File: src/rtl/txbd_ring_engine.sv
module txbd_ring_engine #(
  parameter int AW         = 32,
  parameter int MAX_FRAME  = 2047,
  parameter int MAX_DESC   = 1024,
  parameter int READY_BIT  = 15,
  parameter int WRAP_BIT   = 13,
  parameter int LAST_BIT   = 11
) (
  input  logic          clk,
  input  logic          rst_n,
  input  logic          enable,
  input  logic          kick,
  input  logic          base_wr,
  input  logic [AW-1:0] base_wdata,
  output logic          busy,
  output logic          mem_req,
  output logic          mem_we,
  output logic [AW-1:0] mem_addr,
  output logic [31:0]   mem_wdata,
  input  logic [31:0]   mem_rdata,
  input  logic          mem_ready,
  output logic [7:0]    tx_data,
  output logic          tx_valid,
  output logic          tx_last,
  input  logic          tx_ready,
  output logic          ev_buf_done,
  output logic          ev_frame_done,
  output logic          ev_babble
);
  localparam int FCW = $clog2(MAX_FRAME + 1);
  localparam int DCW = $clog2(MAX_DESC + 1);

  typedef enum logic [2:0] {S_IDLE, S_W0, S_W1, S_WORD, S_EMIT, S_END, S_WB} st_t;

  st_t           state;
  logic [AW-1:0] base, ptr, bp;
  logic [15:0]   flags, len, rem;
  logic [31:0]   word;
  logic [FCW-1:0] fcnt;
  logic [DCW-1:0] dcnt;
  logic          cut;
  logic          h_valid;
  logic [7:0]    h_data;

  logic [15:0]   new_len, room, eff, wb_flags;
  logic          over, out_free, emit_go, end_go, wb_done, is_last;
  logic [7:0]    cur_byte;

  assign new_len  = mem_rdata[31:16];
  assign room     = 16'(MAX_FRAME) - 16'(fcnt);
  assign over     = new_len > room;
  assign eff      = over ? room : new_len;
  assign is_last  = flags[LAST_BIT];
  assign out_free = !tx_valid || tx_ready;
  assign cur_byte = word[{bp[1:0], 3'b000} +: 8];
  assign emit_go  = (state == S_EMIT) && (!h_valid || out_free);
  assign end_go   = (state == S_END) && (!(is_last && h_valid) || out_free);
  assign wb_done  = (state == S_WB) && mem_ready;

  assign busy          = state != S_IDLE;
  assign mem_req       = state inside {S_W0, S_W1, S_WORD, S_WB};
  assign mem_we        = state == S_WB;
  assign ev_buf_done   = wb_done;
  assign ev_frame_done = wb_done && is_last;
  assign ev_babble     = wb_done && cut;

  always_comb begin
    wb_flags = flags;
    wb_flags[READY_BIT] = 1'b0;
  end
  assign mem_wdata = {len, wb_flags};

  always_comb begin
    case (state)
      S_W1:    mem_addr = ptr + AW'(4);
      S_WORD:  mem_addr = {bp[AW-1:2], 2'b00};
      default: mem_addr = ptr;
    endcase
  end

  always_ff @(posedge clk) begin
    if (!rst_n) base <= '0;
    else if (base_wr) base <= base_wdata & ~AW'(3);
  end

  always_ff @(posedge clk) begin
    if (!rst_n) begin
      tx_valid <= 1'b0;
      tx_data  <= '0;
      tx_last  <= 1'b0;
      h_valid  <= 1'b0;
      h_data   <= '0;
    end else begin
      if ((emit_go || (end_go && is_last)) && h_valid) begin
        tx_valid <= 1'b1;
        tx_data  <= h_data;
        tx_last  <= end_go;
      end else if (tx_ready) begin
        tx_valid <= 1'b0;
      end
      if (emit_go) begin
        h_valid <= 1'b1;
        h_data  <= cur_byte;
      end else if (end_go && is_last) begin
        h_valid <= 1'b0;
      end
    end
  end

  always_ff @(posedge clk) begin
    if (!rst_n) begin
      state <= S_IDLE;
      ptr   <= '0;
      bp    <= '0;
      flags <= '0;
      len   <= '0;
      rem   <= '0;
      word  <= '0;
      fcnt  <= '0;
      dcnt  <= '0;
      cut   <= 1'b0;
    end else begin
      case (state)
        S_IDLE: begin
          if (base_wr) ptr <= base_wdata & ~AW'(3);
          else if (!enable) ptr <= base;
          if (kick && enable) begin
            dcnt  <= '0;
            state <= S_W0;
          end
        end
        S_W0: if (mem_ready) begin
          flags <= mem_rdata[15:0];
          len   <= new_len;
          rem   <= eff;
          cut   <= over;
          state <= mem_rdata[READY_BIT] ? S_W1 : S_IDLE;
        end
        S_W1: if (mem_ready) begin
          bp    <= mem_rdata[AW-1:0];
          state <= (rem == 16'd0) ? S_END : S_WORD;
        end
        S_WORD: if (mem_ready) begin
          word  <= mem_rdata;
          state <= S_EMIT;
        end
        S_EMIT: if (emit_go) begin
          bp   <= bp + AW'(1);
          rem  <= rem - 16'd1;
          fcnt <= fcnt + FCW'(1);
          if (rem == 16'd1) state <= S_END;
          else if (bp[1:0] == 2'd3) state <= S_WORD;
        end
        S_END: if (end_go) begin
          if (is_last) fcnt <= '0;
          state <= S_WB;
        end
        S_WB: if (mem_ready) begin
          ptr   <= flags[WRAP_BIT] ? base : ptr + AW'(8);
          dcnt  <= dcnt + DCW'(1);
          state <= (dcnt + DCW'(1) == DCW'(MAX_DESC)) ? S_IDLE : S_W0;
        end
        default: state <= S_IDLE;
      endcase
    end
  end
endmodule

File: config.mk
export PLATFORM = sky130hd
export DESIGN_NAME = txbd_ring_engine
export DESIGN_NICKNAME = d
export VERILOG_FILES = /design/src/rtl/txbd_ring_engine.sv
export SDC_FILE = /design/constraint.sdc
export NUM_CORES = 1
export LEC_CHECK = 0
export ABC_AREA = 1
export BUFFER_PORTS_ARGS = -buffer_cell sky130_fd_sc_hd__buf_2
export CORE_MARGIN = 1
export CORE_UTILIZATION = 45
export CTS_BUF_LIST = sky130_fd_sc_hd__clkbuf_4
export CTS_CLUSTER_SIZE = 10
export DETAILED_ROUTE_END_ITERATION = 12
export SLEW_MARGIN = 20
export SYNTH_ARGS = -nofsm -noshare
export SYNTH_HDL_FRONTEND = slang
export SYNTH_SLANG_ARGS = --single-unit
File: constraint.sdc
create_clock -name clk -period 2 [get_ports clk]
set_input_delay 0.1 -clock clk [delete_from_list [all_inputs] [get_ports clk]]
set_output_delay 0.1 -clock clk [all_outputs]
set_load 0.01 [all_outputs]
==> results_dict.tcl <==
set metrics [dict create \
    cts_tree "built" \
    synth.distinct_cells 52 \
    synthTopCellsByCount "314 x nand2_1, 216 x dfxtp_1, 214 x nor2_1, 210 x a21oi_1, 195 x o21ai_0" \
    grt_overflow 0 \
    drive_gt1_share_pct 26.1 \
    syn-cell-area_mm2 0.0124 \
    irDropWorstVdd_uv 450 \
    critPathBufInv 3 \
    synth_edf_count 0 \
    die_x_um 168 \
    min_period_over_period_pct 130 \
    fin_ws_ps -606 \
    cts_max_path_buffers 3 \
    crit_chain "ha_4 > nand3_4 > nor2_4 > buf_6 > inv_4 > nor2_4 > nand2_1 > xor2_1 > o221ai_2 > buf_2" \
    cpMostUsedCell "nor2_4" \
    ys_top_cells_by_area "dfxtp_1 35%, nand2_1 9.5%, a21oi_1 8.5%" \
    busiest_layer "met2" \
    drcViolationCount 0 \
    met3_usage_pct 4.75 \
    critPathKind "reg -> out" \
    clkSinkCount 216 \
    wl_mm 47.5 \
    syn_inst 1839 \
    die_h_um 168 \
    viasPerCell 5.59 \
    slew_viol_final 0 \
    nets 2307 \
    relSlewSlack_pct 63.9 \
    finalHoldViolCount 0 \
    power.leakage_nw 7.26 \
    required_ps 1900 \
    grt_setup_unrepaired "true" \
    place_ws_ps -51.8 \
    violations "negative setup slack" \
    ios 151 \
    finalWeightedCongestion 0.987 \
    grtUsageMet2_pct 50.7 \
    h-tree-depth 2 \
    cp.arrival_ps 2510 \
    utilization_pct 64.0 \
    use_met1_pct 46.2 \
    critPathMaxStageDelay_ps 380 \
    grt_pass1_vias 13300 \
    hpwlAfterDp_mm 32.5 \
    yosysSeqAreaShare_pct 35.0 \
    clock_skew_ps 57.3 \
    port-buffer-count 145 \
    layout.cells.non_filler 2608 \
    outcome "complete, but fails checks" \
    r2r_slack_ps 110 \
    worst_pin_slew_ps 541 \
    drtIter0Drc 1348 \
    firstDrtPassIters 7 \
    ys_ff_latch 216 \
    yosysMostFrequentCell "nand2_1" \
    timing.hold.ws_ps 181 \
    dieArea_mm2 0.0281 \
    track_usage_pct 32.7 \
    core_mm2 0.0270 \
    wl_per_cell_um 18.2 \
    drv_cap 0 \
    place_inst 2334 \
    fillers 2506 \
    grt_start_max_net_pins 76 \
    cts-root-buf "clkbuf_4" \
    antenna_found_initial 1 \
    cp-start-kind "flop" \
    synth_flop_cell "dfxtp_1" \
    syn_avg_cell_area_um2 6.72 \
    vias 14600 \
    crit_fanout 4 \
    yosysWarnings 0 \
    yosys.area.top_type "dfxtp_1" \
    numCtsBuffers 61 \
    start_util_pct 45.9 \
    fmax_mhz 384 \
    cp-end-kind "output port" \
    grt_pass1_wl_mm 72.7 \
    setup_violations 30 \
    area_delta_synth_final_pct 39.4 \
    crit_path_top_delay_cell "dfxtp_4" \
    synth_top_area_share_pct 35.0 \
    drtAntennaViolNets 0 \
    insertion_delay_ps 740 \
    setup_tns_ps -11380 \
    path_delay_family "simple AND/OR/NAND/NOR gates" \
    worst_hold_path_type "in -> reg" \
    clk_pin_slew_ps 70 \
    fin_crit_ps 2610 \
    rows 60 \
    ys_async_sr_fraction_pct 0 \
    power.density_mw_per_mm2 788 \
]
==> worst register-to-register path, stage by stage (launching register included) <==
cell and delay [ps]:
dfxtp_1 340, nor2_1 210, nand2_1 100, nor2_1 190, nand3_1 320, nand3_1 240
nand2_1 150, inv_1 100, nand2_1 60, a21oi_1 140
==> kinds of logic (layout without fill, tap and decap cells) <==
kind of cell    Yosys count  in the layout  share of synthesized area (%)
flops                   216            216                           35.0
buf+inv                 282            707                           9.12
compound gates          508            508                           22.6
mux                      29             29                           2.35
other cells               1              4                         0.0303
fa+ha+maj                20             20                           2.02
simple gates            750            750                           26.6
xor+xnor                 33             33                           2.34
==> per-layer routing <==
metal,vias to the layer above,share of wire (%)
met4,0,2.7
met3,99,7.8
li1,6988,-
met5,-,0
met2,640,45
met1,6856,45
==> path summary, 6_finish.rpt <==
path,startpoint,endpoint,depth (start not counted)
max,ptr[3],mem_addr[16],10
min,tx_ready,tx_valid,5
max reg2reg,rem[9],state[2],9
min reg2reg,word[20],word[20],2
==> placed cells by master, fill, tap and decap left out, types with 86 or more instances in the layout <==
cell,Yosys,routed
buf_2,34,138
buf_4,7,127
nand3_1,122,108
nor2_1,214,197
a21oi_1,210,199
inv_1,172,158
dfxtp_1,216,194
clkbuf_4,0,86
dlygate4sd3_1,0,100
nand2_1,314,297
o21ai_0,195,183
==> area by class of cell <==
| cell class | count | area (um^2) | share of cell area (%) |
|---|---|---|---|
| diodes | 1 | 2.50 | 0.0145 |
| clock buffers | 86 | 646 | 3.75 |
| flip-flops and latches | 216 | 4380 | 25.4 |
| inverters | 188 | 748 | 4.34 |
| well taps | 341 | 427 | 2.48 |
| repair buffers | 406 | 3300 | 19.1 |
| multi-input cells | 1343 | 7610 | 44.2 |
| clock inverters | 27 | 120 | 0.697 |
==> per-stage QoR <==
step                      instance area, um^2  total power [mW]
final                                   17200              13.6
after global routing                    17200              14.3
after CTS                               16500              13.2
after detailed placement                14000              8.63
after global placement                  14000              8.59
after floorplan                         12400              7.17
==> flip-flops by register name (all words and copies together) (netlist names), 11 cells and up <==
name   count
base      30
flags     15
dcnt      11
len       16
ptr       30
word      32
bp        32
rem       16
fcnt      11
==> report_power, final <==
group          switching (mW)  internal (mW)  total (mW)
logic                    2.57           1.77        4.33
registers               0.421           4.75        5.17
clock network            2.06           2.00        4.07
total                    5.05           8.53        13.6
==> repair_timing <==
item / in CTS / in global routing
resized for setup: 135 / 119
setup endpoints to repair: 36 / 92
pin swaps: 19 / 42
cloned: 3 / 2
hold endpoints to repair: 195 / 0
buffers inserted: 23 / 35
hold buffers: 100 / 0
Power figures use the tool's default switching activity.
